--- src/rtl/pow2_sdiv_pkg.sv ---
package pow2_sdiv_pkg;
    localparam int unsigned DATA_W_DEF = 32;
    localparam int unsigned SH_W_DEF   = 5;
endpackage

--- src/rtl/sdiv_bias_gen.sv ---
module sdiv_bias_gen #(
    parameter int unsigned DATA_W = 32,
    parameter int unsigned SH_W   = 5
) (
    input  logic [DATA_W-1:0] opnd,
    input  logic [SH_W-1:0]   shamt,
    output logic [DATA_W-1:0] bias
);
    localparam int unsigned RS_W = SH_W + 1;
    localparam logic [RS_W-1:0] WIDTH_L = RS_W'(DATA_W);

    logic [DATA_W-1:0] sign_word;
    logic [RS_W-1:0]   rshift;

    always_comb begin
        // Negative operand: low k bits set (2^k - 1); otherwise zero.
        sign_word = {DATA_W{opnd[DATA_W-1]}};
        rshift    = WIDTH_L - {1'b0, shamt};
        if (shamt == '0) begin
            bias = '0;
        end else begin
            bias = sign_word >> rshift;
        end
    end
endmodule

--- src/rtl/sdiv_shift_core.sv ---
module sdiv_shift_core #(
    parameter int unsigned DATA_W = 32,
    parameter int unsigned SH_W   = 5
) (
    input  logic [DATA_W-1:0] opnd,
    input  logic [SH_W-1:0]   shamt,
    input  logic [DATA_W-1:0] bias,
    output logic [DATA_W-1:0] result
);
    logic signed [DATA_W-1:0] biased;

    always_comb begin
        // Negative plus a bias below 2^31 cannot overflow.
        biased = $signed(opnd + bias);
        result = DATA_W'(biased >>> shamt);
    end
endmodule

--- src/rtl/pow2_sdiv.sv ---
module pow2_sdiv
    import pow2_sdiv_pkg::*;
#(
    parameter int unsigned DATA_W = DATA_W_DEF,
    parameter int unsigned SH_W   = SH_W_DEF
) (
    input  logic              clk,
    input  logic              rst_n,
    input  logic              in_vld,
    input  logic [DATA_W-1:0] dividend,
    input  logic [SH_W-1:0]   shamt,
    output logic [DATA_W-1:0] quo_comb,
    output logic              out_vld,
    output logic [DATA_W-1:0] quo
);
    typedef struct packed {
        logic              vld;
        logic [DATA_W-1:0] quo;
    } out_st_t;

    logic [DATA_W-1:0] bias;
    out_st_t           st_d, st_q;

    sdiv_bias_gen #(.DATA_W(DATA_W), .SH_W(SH_W)) i_bias (
        .opnd  (dividend),
        .shamt (shamt),
        .bias  (bias)
    );

    sdiv_shift_core #(.DATA_W(DATA_W), .SH_W(SH_W)) i_core (
        .opnd   (dividend),
        .shamt  (shamt),
        .bias   (bias),
        .result (quo_comb)
    );

    always_comb begin
        st_d     = st_q;
        st_d.vld = in_vld;
        if (in_vld) begin
            st_d.quo = quo_comb;
        end
    end

    always_ff @(posedge clk) begin
        if (!rst_n) begin
            st_q <= '0;
        end else begin
            st_q <= st_d;
        end
    end

    assign out_vld = st_q.vld;
    assign quo     = st_q.quo;

    AST_ZERO_SHIFT_IDENT: assert property (@(posedge clk) disable iff (!rst_n)
        (shamt == '0) |-> (quo_comb == dividend));
    AST_NONNEG_LOGICAL: assert property (@(posedge clk) disable iff (!rst_n)
        !dividend[DATA_W-1] |-> (quo_comb == (dividend >> shamt)));
    AST_NEG_ROUND_WINDOW: assert property (@(posedge clk) disable iff (!rst_n)
        dividend[DATA_W-1] |->
            ((quo_comb == DATA_W'($signed(dividend) >>> shamt)) ||
             (quo_comb == DATA_W'(($signed(dividend) >>> shamt) + 1))));
    AST_SIGN_NEVER_FLIPS: assert property (@(posedge clk) disable iff (!rst_n)
        (quo_comb != '0) |-> (quo_comb[DATA_W-1] == dividend[DATA_W-1]));
    AST_CAPTURE: assert property (@(posedge clk) disable iff (!rst_n)
        in_vld |=> (out_vld && quo == $past(quo_comb)));
    AST_HOLD: assert property (@(posedge clk) disable iff (!rst_n)
        !in_vld |=> (!out_vld && $stable(quo)));
endmodule

--- config.mk ---
export PLATFORM = sky130hd
export DESIGN_NAME = pow2_sdiv
export DESIGN_NICKNAME = d
export VERILOG_FILES = /design/src/rtl/pow2_sdiv_pkg.sv /design/src/rtl/sdiv_bias_gen.sv /design/src/rtl/sdiv_shift_core.sv /design/src/rtl/pow2_sdiv.sv
export SDC_FILE = /design/constraint.sdc
export NUM_CORES = 1
export LEC_CHECK = 0
export BUFFER_PORTS_ARGS = -buffer_cell sky130_fd_sc_hd__clkbuf_2
export CORE_MARGIN = 5
export CORE_UTILIZATION = 55
export CTS_CLUSTER_SIZE = 24
export DETAILED_ROUTE_END_ITERATION = 7
export MAX_ROUTING_LAYER = met4
export PLACE_DENSITY_LB_ADDON = 0.1
export SLEW_MARGIN = 25
export SYNTH_ARGS = -nofsm -noshare
export SYNTH_HDL_FRONTEND = slang
export SYNTH_SLANG_ARGS = --single-unit
--- constraint.sdc ---
create_clock -name clk -period 26.7 [get_ports clk]
set_input_delay 5.34 -clock clk [delete_from_list [all_inputs] [get_ports clk]]
set_output_delay 5.34 -clock clk [all_outputs]
set_load 0.05 [all_outputs]
==> results of run 1 <==
## per-layer routing
metal,part of all wire,vias up,track usage
met3,0.12,85,0.104
li1,-,3504,-
met2,0.43,511,0.547
met1,0.41,3641,0.483
met4,0.033,0,0.108
met5,0,-,-
## worst paths after layout
| kind | start | end | slack (ps) | depth (start not counted) |
|---|---|---|---|---|
| min reg2reg | quo[25]$_SDFFE_PN0P_ | quo[25]$_SDFFE_PN0P_ | 490 | 2 |
| max reg2reg | quo[4]$_SDFFE_PN0P_ | quo[4]$_SDFFE_PN0P_ | 25870 | 3 |
| max | shamt[0] | quo_comb[6] | 9650 | 22 |
| min | quo[25]$_SDFFE_PN0P_ | quo[25]$_SDFFE_PN0P_ | 490 | 2 |
## placed cells by master (no fill, tap or decap), types with 8 or more instances in the layout
cell type	synthesis	routed
mux2i_1	12	12
nand4_1	21	21
nor4_1	8	8
dfxtp_1	33	33
o211ai_1	17	17
o21ai_0	48	48
inv_1	16	16
o31ai_1	12	12
buf_4	4	9
nor2_1	85	85
nand3_1	42	42
o21ai_1	12	12
nor2b_1	12	12
nand2_1	81	81
clkbuf_2	0	104
o21a_1	11	11
xor2_1	15	15
and2_1	9	9
xnor2_1	17	16
a21oi_1	72	72
nor3_1	27	27
ha_1	33	33
mux4_2	8	8
and3_1	13	13
a211oi_1	18	18
a31oi_1	19	19
## registers in the layout, indices dropped and copies added, names as in the netlist
name,count
out_vld,1
quo,32
## layout make-up
cell class                 count  area (um2)  share of cell area
multi-input combinational    762        5170               0.754
sequential                    33         661              0.0963
timing repair buffer         113         588              0.0857
tap                          140         175              0.0255
clock buffer                   5         125              0.0182
inverter                      19        71.3              0.0104
clock inverter                 3        65.1             0.00949
antenna                        1        2.50            0.000365
## cell families (layout without fill, tap and decap cells)
group,count (synthesis),after routing,synth area share
muxes,24,24,0.0561
AOI/OAI and AO/OA,333,333,0.386
adders and majority gates,34,34,0.0696
other,0,1,0
buffers and inverters,93,140,0.0639
and+or+nand+nor,338,338,0.271
xor gates and xnor gates,33,33,0.0477
DFF,33,33,0.106
## critical path, delay by kind of cell
kind / cells / cell delay [ps]
AOI/OAI and AO/OA: 7 / 1900
and+or+nand+nor: 6 / 1890
buffers and inverters: 6 / 1380
adders and majority gates: 3 / 1160
## through the flow
stage                     hold slack, ps  power, mW  cell area (um2)  cells
after CTS                            490      0.364             6850   1075
after global routing                 522      0.388             6860   1076
after detailed placement             484      0.287             6660   1067
after floorplan                      706      0.233             6220    888
after global placement               472      0.285             6660   1067
final                                488      0.372             6860   1076
## power breakdown
| part | switching, mW | total (mW) | internal, mW |
|---|---|---|---|
| registers | 0.00254 | 0.0566 | 0.0540 |
| logic | 0.167 | 0.238 | 0.0713 |
| clock network | 0.0232 | 0.0765 | 0.0533 |
| total | 0.193 | 0.372 | 0.179 |
==> parameters.txt, run 1 <==
Parameter                              Value

Status
  Status    finished clean

Placement
  Placement Setup Slack    9710 ps
  Post-detail-place hpwl    19.3 mm
  Count of buffers from port buffering    about 100
  Routability congestion estimate    around 1.1

Global route
  Total gr overflow    0
  Via count of the first global-routing pass    7,203
  Overall Global Routing Usage    0.367
  Largest net degree at the start of global routing    53
  Wire length of the first global-routing pass    38.6 mm
  Initial antenna violation count    1

Floorplan
  Row count    38
  Die W    roughly 120 um
  Die outline area    0.0135 mm2
  Core region area    between 0.01 and 0.015 mm2
  I/O pin count    105
  Die Y    ~120 um
  Starting density of the core    0.567

Timing
  RSZ-0062 raised after global routing    no
  Min Tclk post-route    ~17,000 ps
  Number of failing setup endpoints in the final timing report    0
  Measured slew at the worst slew-check pin    between 800 and 900 ps
  Worst clock skew    0 ps
  Fmax    0.0587 GHz
  Final setup TNS    0 ps
  Post-route clock period utilization    0.638
  Final-report max-slew violation count    0
  Rel. slew slack    0.427
  Final Hold Viols    0
  Final worst slack    9650 ps

Detailed routing
  Detailed-route DRC error count    0
  First-pass iteration count of the detailed router    6
  Post-detailed-route count of antenna-violating nets    0
  Via/cell ratio    7.19
  Number of vias in the routed layout    7,741
  Starting DRT DRC Count    approximately 1,100
  Routed WL    24.8 mm
  Average wire per standard cell    23.0 um

Cells and area
  Share of the core filled with cells    0.625
  Fill cell instance count of the final layout    approximately 1,000
  Layout cells sized above 1    0.185
  Layout overhead on the synthesized area    10.2%
  Final net count    1,008

Critical path
  CP Launch Type    input pin
  Type of the worst setup path    in -> out
  CP max stage cell    nor4_2
  Crit path largest cell delay    660 ps
  Endpoint arrival time on the critical path    ~12,000 ps
  Required time worst endpoint    ~21,000 ps
  Cell-by-cell trace of the critical path    clkbuf_2 -> buf_4 -> inv_1 -> buf_4 -> ha_1 -> and2_1 -> ha_1 -> nor2b_1 -> nand2_1 -> a21oi_1 -> ha_1 -> a21oi_1 -> o21ai_0 -> a21oi_1 -> inv_1 -> o211a_1 -> nor4_2 -> nand2b_1 -> nand3_1 -> o211a_1 -> a221oi_1 -> clkbuf_2
  Crit end category    output pin
  Largest fanout on the critical path    52

Synthesis
  Yosys synthesis warning count    0
  Synthesized area per cell    approximately 7 um2
  Count of flip-flops with a built-in enable after synthesis    0
  Cells after synthesis    a little under 900
  Synthesized flop and latch total    33
  Largest cells by area after synthesis    dfxtp_1 11%, ha_1 6.6%, a21oi_1 5.8%, nor2_1 5.1%, nand2_1 4.9%
  Part of the Yosys area used for sequential elements    0.106
  Cell type contributing the most total cell area after synthesis    dfxtp_1
  Net count after synthesis    962
  Commonest register cell after synthesis    dfxtp_1
  Commonest cells post-synth    85 x nor2_1, 81 x nand2_1, 72 x a21oi_1
  Most common cell in the netlist    nor2_1
  Unique cell type count in the Yosys netlist    between 90 and 100
  Mapped cell area    0.00622 mm2
  Post-synthesis async set-or-reset flop share    0
  Yosys top cell area share    0.106

Clock tree
  Clock-pin slew on the worst setup and hold paths    50 ps
  Largest buffer count on any clock path    2
  Post-CTS setup repair buffer count    0
  Source-to-sink clock delay at the later pin of the worst-skew pair    290 ps
  Number of instances resized during post-cts repair    0
  CTS Hold Buffers Added    0
  Clock tree from TritonCTS    done
  H-tree lvl count    2
  Number of sinks handled by clock tree synthesis    33
  Number of buffers added by the clock tree synthesis step    5
  Clk root buf    clkbuf_16

Power and ir drop
  Pleak    2.85 nW
  Power density over the cells    54.2 mW/mm2
  Worst vdd rail ir drop    66.0 uV

Job
  Maximum Capacitance Violations    0

Hold path
  Class of the tightest hold or removal check    reg -> reg
No activity file was read; power rests on OpenSTA's default activity.
==> inputs of run 2 (changes only) <==
- ABC_AREA: not set -> 1
- clock period: 26.7 -> 17.4 ns (I/O delays scaled with it)
==> parameters.txt, run 2 <==
Parameter                              Value

Synthesis
  Yosys synthesis warning count    0
  Largest cells by area after synthesis    nand2_1 28%, nand3_1 19%, dfxtp_1 11%, inv_1 9.9%, nor2_1 7.1%
  Mapped cell area    0.00602 mm2
  Post-synthesis async set-or-reset flop share    0
  Net count after synthesis    1,276
  Commonest register cell after synthesis    dfxtp_1
  Commonest cells post-synth    450 x nand2_1, 228 x nand3_1, 159 x inv_1
  Unique cell type count in the Yosys netlist    37
  Most common cell in the netlist    nand2_1
  Count of flip-flops with a built-in enable after synthesis    0
  Synthesized area per cell    5.01 um2
  Cells after synthesis    1,202
  Part of the Yosys area used for sequential elements    0.110
  Cell type contributing the most total cell area after synthesis    nand2_1
  Yosys top cell area share    0.281
  Synthesized flop and latch total    33

Detailed routing
  Routed WL    around 20 mm
  Number of vias in the routed layout    7,447
  Detailed-route DRC error count    0
  Post-detailed-route count of antenna-violating nets    0
  First-pass iteration count of the detailed router    8
  Average wire per standard cell    13.9 um
  Starting DRT DRC Count    620
  Via/cell ratio    around 5.3

Cells and area
  Layout cells sized above 1    0.120
  Max FFs per register    32
  Commonest non-fill, non-tap cell in the layout    nand2_1
  Finished Cell Area    0.00659 mm2
  Final net count    1,341
  Highest-count cells in the layout ignoring fill and taps    450 x nand2_1, 228 x nand3_1, 159 x inv_1
  Fill cell instance count of the final layout    about 1,200
  Share of the core filled with cells    0.611
  Multi-input logic area    0.00451 mm2
  Reg area    661 um2
  Antenna Diode Count    0
  Layout overhead on the synthesized area    9.50%

Clock tree
  Number of instances resized during post-cts repair    0
  Largest buffer count on any clock path    2
  CTS Hold Buffers Added    0
  Post-CTS setup repair buffer count    0
  Clk root buf    clkbuf_8
  Number of sinks handled by clock tree synthesis    33
  Clock-pin slew on the worst setup and hold paths    70 ps
  H-tree lvl count    2
  Number of buffers added by the clock tree synthesis step    5
  Clock tree from TritonCTS    done
  Source-to-sink clock delay at the later pin of the worst-skew pair    290 ps

Critical path
  CP Launch Type    input pin
  Crit end category    output pin
  Crit path largest cell delay    610 ps
  Largest fanout on the critical path    36
  Required time worst endpoint    13,920 ps
  CP max stage cell    inv_1
  Type of the worst setup path    in -> out
  Endpoint arrival time on the critical path    9200 ps
  Cell mode on critical path    nand2_1
  Depth of the worst register-to-register path    4

Floorplan
  Row count    38
  Die W    about 110 um
  Die outline area    0.0131 mm2
  Core region area    0.0108 mm2
  Die Y    115 um
  I/O pin count    105
  Starting density of the core    0.558

Timing
  Final setup TNS    0 ps
  Rel. slew slack    0.397
  Number of failing setup endpoints in the final timing report    0
  RSZ-0062 raised after global routing    no
  Min Tclk post-route    12,680 ps
  Post-route clock period utilization    0.729
  Fin Hold WS    485 ps
  Worst clock skew    0 ps
  Final Hold Viols    0
  Final worst slack    4720 ps
  Fmax    just under 0.08 GHz
  Measured slew at the worst slew-check pin    903 ps
  Final-report max-slew violation count    0

Placement
  Total placed instance area    0.00650 mm2
  Count of buffers from port buffering    104
  Placement Setup Slack    4920 ps
  Routability congestion estimate    around 0.97
  Post-detail-place hpwl    16.0 mm

Global route
  Initial antenna violation count    0
  Via count of the first global-routing pass    approximately 6,800
  Total gr overflow    0
  Largest net degree at the start of global routing    66
  Wire length of the first global-routing pass    32.0 mm
  Overall Global Routing Usage    0.307

Hold path
  Class of the tightest hold or removal check    reg -> reg
  WHS Path Cells    2

Status
  Status    finished clean

Power and ir drop
  Power density over the cells    approximately 70 mW/mm2
  Pleak    4.18 nW
  Worst vdd rail ir drop    69.8 uV

Job
  Maximum Capacitance Violations    0
-- run 2: cell types whose count changed after synthesis, moves of 18 or more --
cell | previous run | this run
nand4_1 | 21 | 1
nor2_1 | 85 | 114
nor3_1 | 27 | 8
a21oi_1 | 72 | 39
a211oi_1 | 18 | 0
clkbuf_1 | 46 | 21
nand2_1 | 81 | 450
o21ai_0 | 48 | 18
inv_1 | 16 | 159
nand3_1 | 42 | 228
-- run 2: final timing paths --
path                        startpoint                    to  slack, ps
hold reg to reg   quo[31]$_SDFFE_PN0P_  quo[31]$_SDFFE_PN0P_        480
setup reg to reg  quo[25]$_SDFFE_PN0P_  quo[25]$_SDFFE_PN0P_      16710
setup / recovery              shamt[1]          quo_comb[27]       4720
hold / removal    quo[31]$_SDFFE_PN0P_  quo[31]$_SDFFE_PN0P_        480
-- run 2: area by class of cell --
cell class / instances / area share
inverters: 165 / 0.0943
flip-flops and latches: 33 / 0.100
well taps: 140 / 0.0266
multi-input cells: 956 / 0.684
clock inverters: 1 / 0.00114
repair buffers: 106 / 0.0812
clock buffers: 6 / 0.0125
-- run 2: cells by family after synthesis --
| group | share of synthesized area |
|---|---|
| buffers and inverters | 0.141 |
| XOR/XNOR | 0.0204 |
| AND/OR/NAND/NOR | 0.596 |
| flip-flops | 0.110 |
| AO/OA/AOI/OAI | 0.0611 |
| adder cells (fa/ha/maj) | 0.0719 |
-- run 2: critical path, delay by kind of cell --
family | cells | cell delay, ps
AOI/OAI and AO/OA | 3 | 630
and+or+nand+nor | 17 | 2030
buffers and inverters | 6 | 1810
adders and majority gates | 3 | 1220
-- run 2: layer usage --
metal,part of all wire,wire (um),GRT usage,up-vias
met3,0.074,1440,0.0460,29
met1,0.47,9140,0.426,3257
met5,0,0,-,-
met4,0.010,204,0.0443,0
met2,0.45,8770,0.482,258
li1,-,-,-,3903
-- run 2: metrics by stage --
stage | power [mW] | cells
floorplan | 0.338 | 1202
global placement | 0.406 | 1400
detailed placement | 0.408 | 1400
CTS | 0.468 | 1407
global route | 0.513 | 1407
finish | 0.471 | 1407
-- run 2: power by group --
group / internal, mW / switching [mW]
registers: 0.0821 / 0.00298
logic: 0.0906 / 0.235
clock network: 0.0312 / 0.0284
total: 0.204 / 0.267
==> inputs of run 3 (changes only) <==
- clock period: 17.4 -> 12.3 ns (I/O delays scaled with it)
==> parameters.txt, run 3 (synthesis gave the netlist of run 2 again) <==
Parameter                              Value

Status
  Status    finished clean

Global route
  Grt met3 use    0.0507
  GRT Max-Usage Layer    met2
  Total gr overflow    0
  Met2 demand-to-capacity share in global routing    0.478
  Wire length of the first global-routing pass    32.8 mm
  Overall Global Routing Usage    0.314
  Largest net degree at the start of global routing    66
  Via count of the first global-routing pass    6,773
  Initial antenna violation count    0
  Met1 track utilization from global routing    0.443

Floorplan
  Starting density of the core    0.558
  I/O pin count    105
  Core region area    0.0108 mm2
  Die outline area    0.0131 mm2
  Die Y    roughly 110 um
  Row count    38
  Die W    roughly 110 um

Hold path
  Class of the tightest hold or removal check    reg -> reg

Clock tree
  Clock-pin slew on the worst setup and hold paths    70 ps
  Number of buffers added by the clock tree synthesis step    5
  Post-CTS setup repair buffer count    0
  H-tree lvl count    2
  Clk root buf    clkbuf_8
  Clock tree from TritonCTS    done
  Source-to-sink clock delay at the later pin of the worst-skew pair    290 ps
  CTS Hold Buffers Added    0
  Number of sinks handled by clock tree synthesis    33
  Number of instances resized during post-cts repair    0
  Largest buffer count on any clock path    2

Detailed routing
  Number of vias in the routed layout    7,476
  Routed WL    slightly below 20 mm
  Starting DRT DRC Count    809
  Post-detailed-route count of antenna-violating nets    0
  First-pass iteration count of the detailed router    5
  Via/cell ratio    ~5.3
  Average wire per standard cell    14.0 um
  Detailed-route DRC error count    0

Timing
  Final Hold Viols    0
  Min Tclk post-route    10,760 ps
  RSZ-0062 raised after global routing    no
  Post-route clock period utilization    0.875
  Worst clock skew    0 ps
  Final-report max-slew violation count    0
  Measured slew at the worst slew-check pin    931 ps
  Final setup TNS    0 ps
  Fmax    0.0929 GHz
  Rel. slew slack    0.379
  Number of failing setup endpoints in the final timing report    0

Critical path
  Endpoint arrival time on the critical path    about 8300 ps
  Buffers plus inverters on the worst setup path    6
  Cell mode on critical path    nand2_1
  Largest fanout on the critical path    36
  Crit path largest cell delay    650 ps
  Cell family contributing the most delay on the critical path    simple AND/OR/NAND/NOR gates
  CP max stage cell    inv_1
  CP Launch Type    input pin
  Crit end category    output pin
  Required time worst endpoint    between 9000 and 10,000 ps
  Type of the worst setup path    in -> out

Cells and area
  Share of the core filled with cells    0.610
  Multi-input logic area    0.00451 mm2
  Max FFs per register    32
  Antenna Diode Count    0
  Layout overhead on the synthesized area    9.43%
  Highest-count cells in the layout ignoring fill and taps    450 x nand2_1, 228 x nand3_1, 159 x inv_1
  Layout cells sized above 1    0.121
  Reg area    between 600 and 700 um2
  Fill cell instance count of the final layout    ~1,200
  Finished Cell Area    0.00659 mm2
  Final net count    1,341
  Commonest non-fill, non-tap cell in the layout    nand2_1

Job
  Maximum Capacitance Violations    0

Power and ir drop
  Worst vdd rail ir drop    roughly 110 uV
  Pleak    4.18 nW
  Power density over the cells    101 mW/mm2
  Post-route total power    663 uW

Placement
  Count of buffers from port buffering    104
  Routability congestion estimate    0.986
  Total placed instance area    ~0.0065 mm2
  Post-detail-place hpwl    16.1 mm
run 3: cell count changes in the layout (fill, tap and decap cells not counted), sizes merged:
cell and delta:
clkinv +2, clkbuf -1
run 3: routing by layer:
metal | vias up | routed length, um
li1 | 3900 | -
met1 | 3273 | 9320
met2 | 274 | 8730
met3 | 29 | 1370
met4 | 0 | 323
met5 | - | 0
run 3: path summary, 6_finish.rpt:
kind | to | slack (ps) | cells past startpoint | start
max | quo_comb[23] | 1540 | 29 | shamt[1]
min | quo[31]$_SDFFE_PN0P_ | 500 | 2 | quo[31]$_SDFFE_PN0P_
max reg2reg | quo[3]$_SDFFE_PN0P_ | 11620 | 4 | quo[3]$_SDFFE_PN0P_
min reg2reg | quo[31]$_SDFFE_PN0P_ | 500 | 2 | quo[31]$_SDFFE_PN0P_
run 3: worst reg2reg max path, cell delays in order (launching register included):
cell and delay (ps):
dfxtp_1 310, nor2_1 90, nor2_1 50, nand2_1 100
inv_1 40
run 3: report_power, final:
group	leakage [nW]	total (mW)	internal, mW	switching [mW]
registers	0.274	0.121	0.116	0.00447
clock network	0.0439	0.0813	0.0390	0.0422
logic	3.87	0.461	0.128	0.333
run 3: area by class of cell:
cell class              count  share of cell area
clock buffers               5              0.0104
multi-input cells         956               0.684
inverters                 165              0.0944
clock inverters             3             0.00266
well taps                 140              0.0266
flip-flops and latches     33               0.100
repair buffers            106              0.0813
run 3: metrics by stage:
step / instances / hold WS [ps] / setup WS [ps]
4_1_cts: 1408 / 500 / 1730
6_report: 1408 / 497 / 1540
5_1_grt: 1408 / 524 / 1060
2_1_floorplan: 1202 / 750 / 3590
3_5_place_dp: 1400 / 484 / 1750
3_3_place_gp: 1400 / 461 / 1800
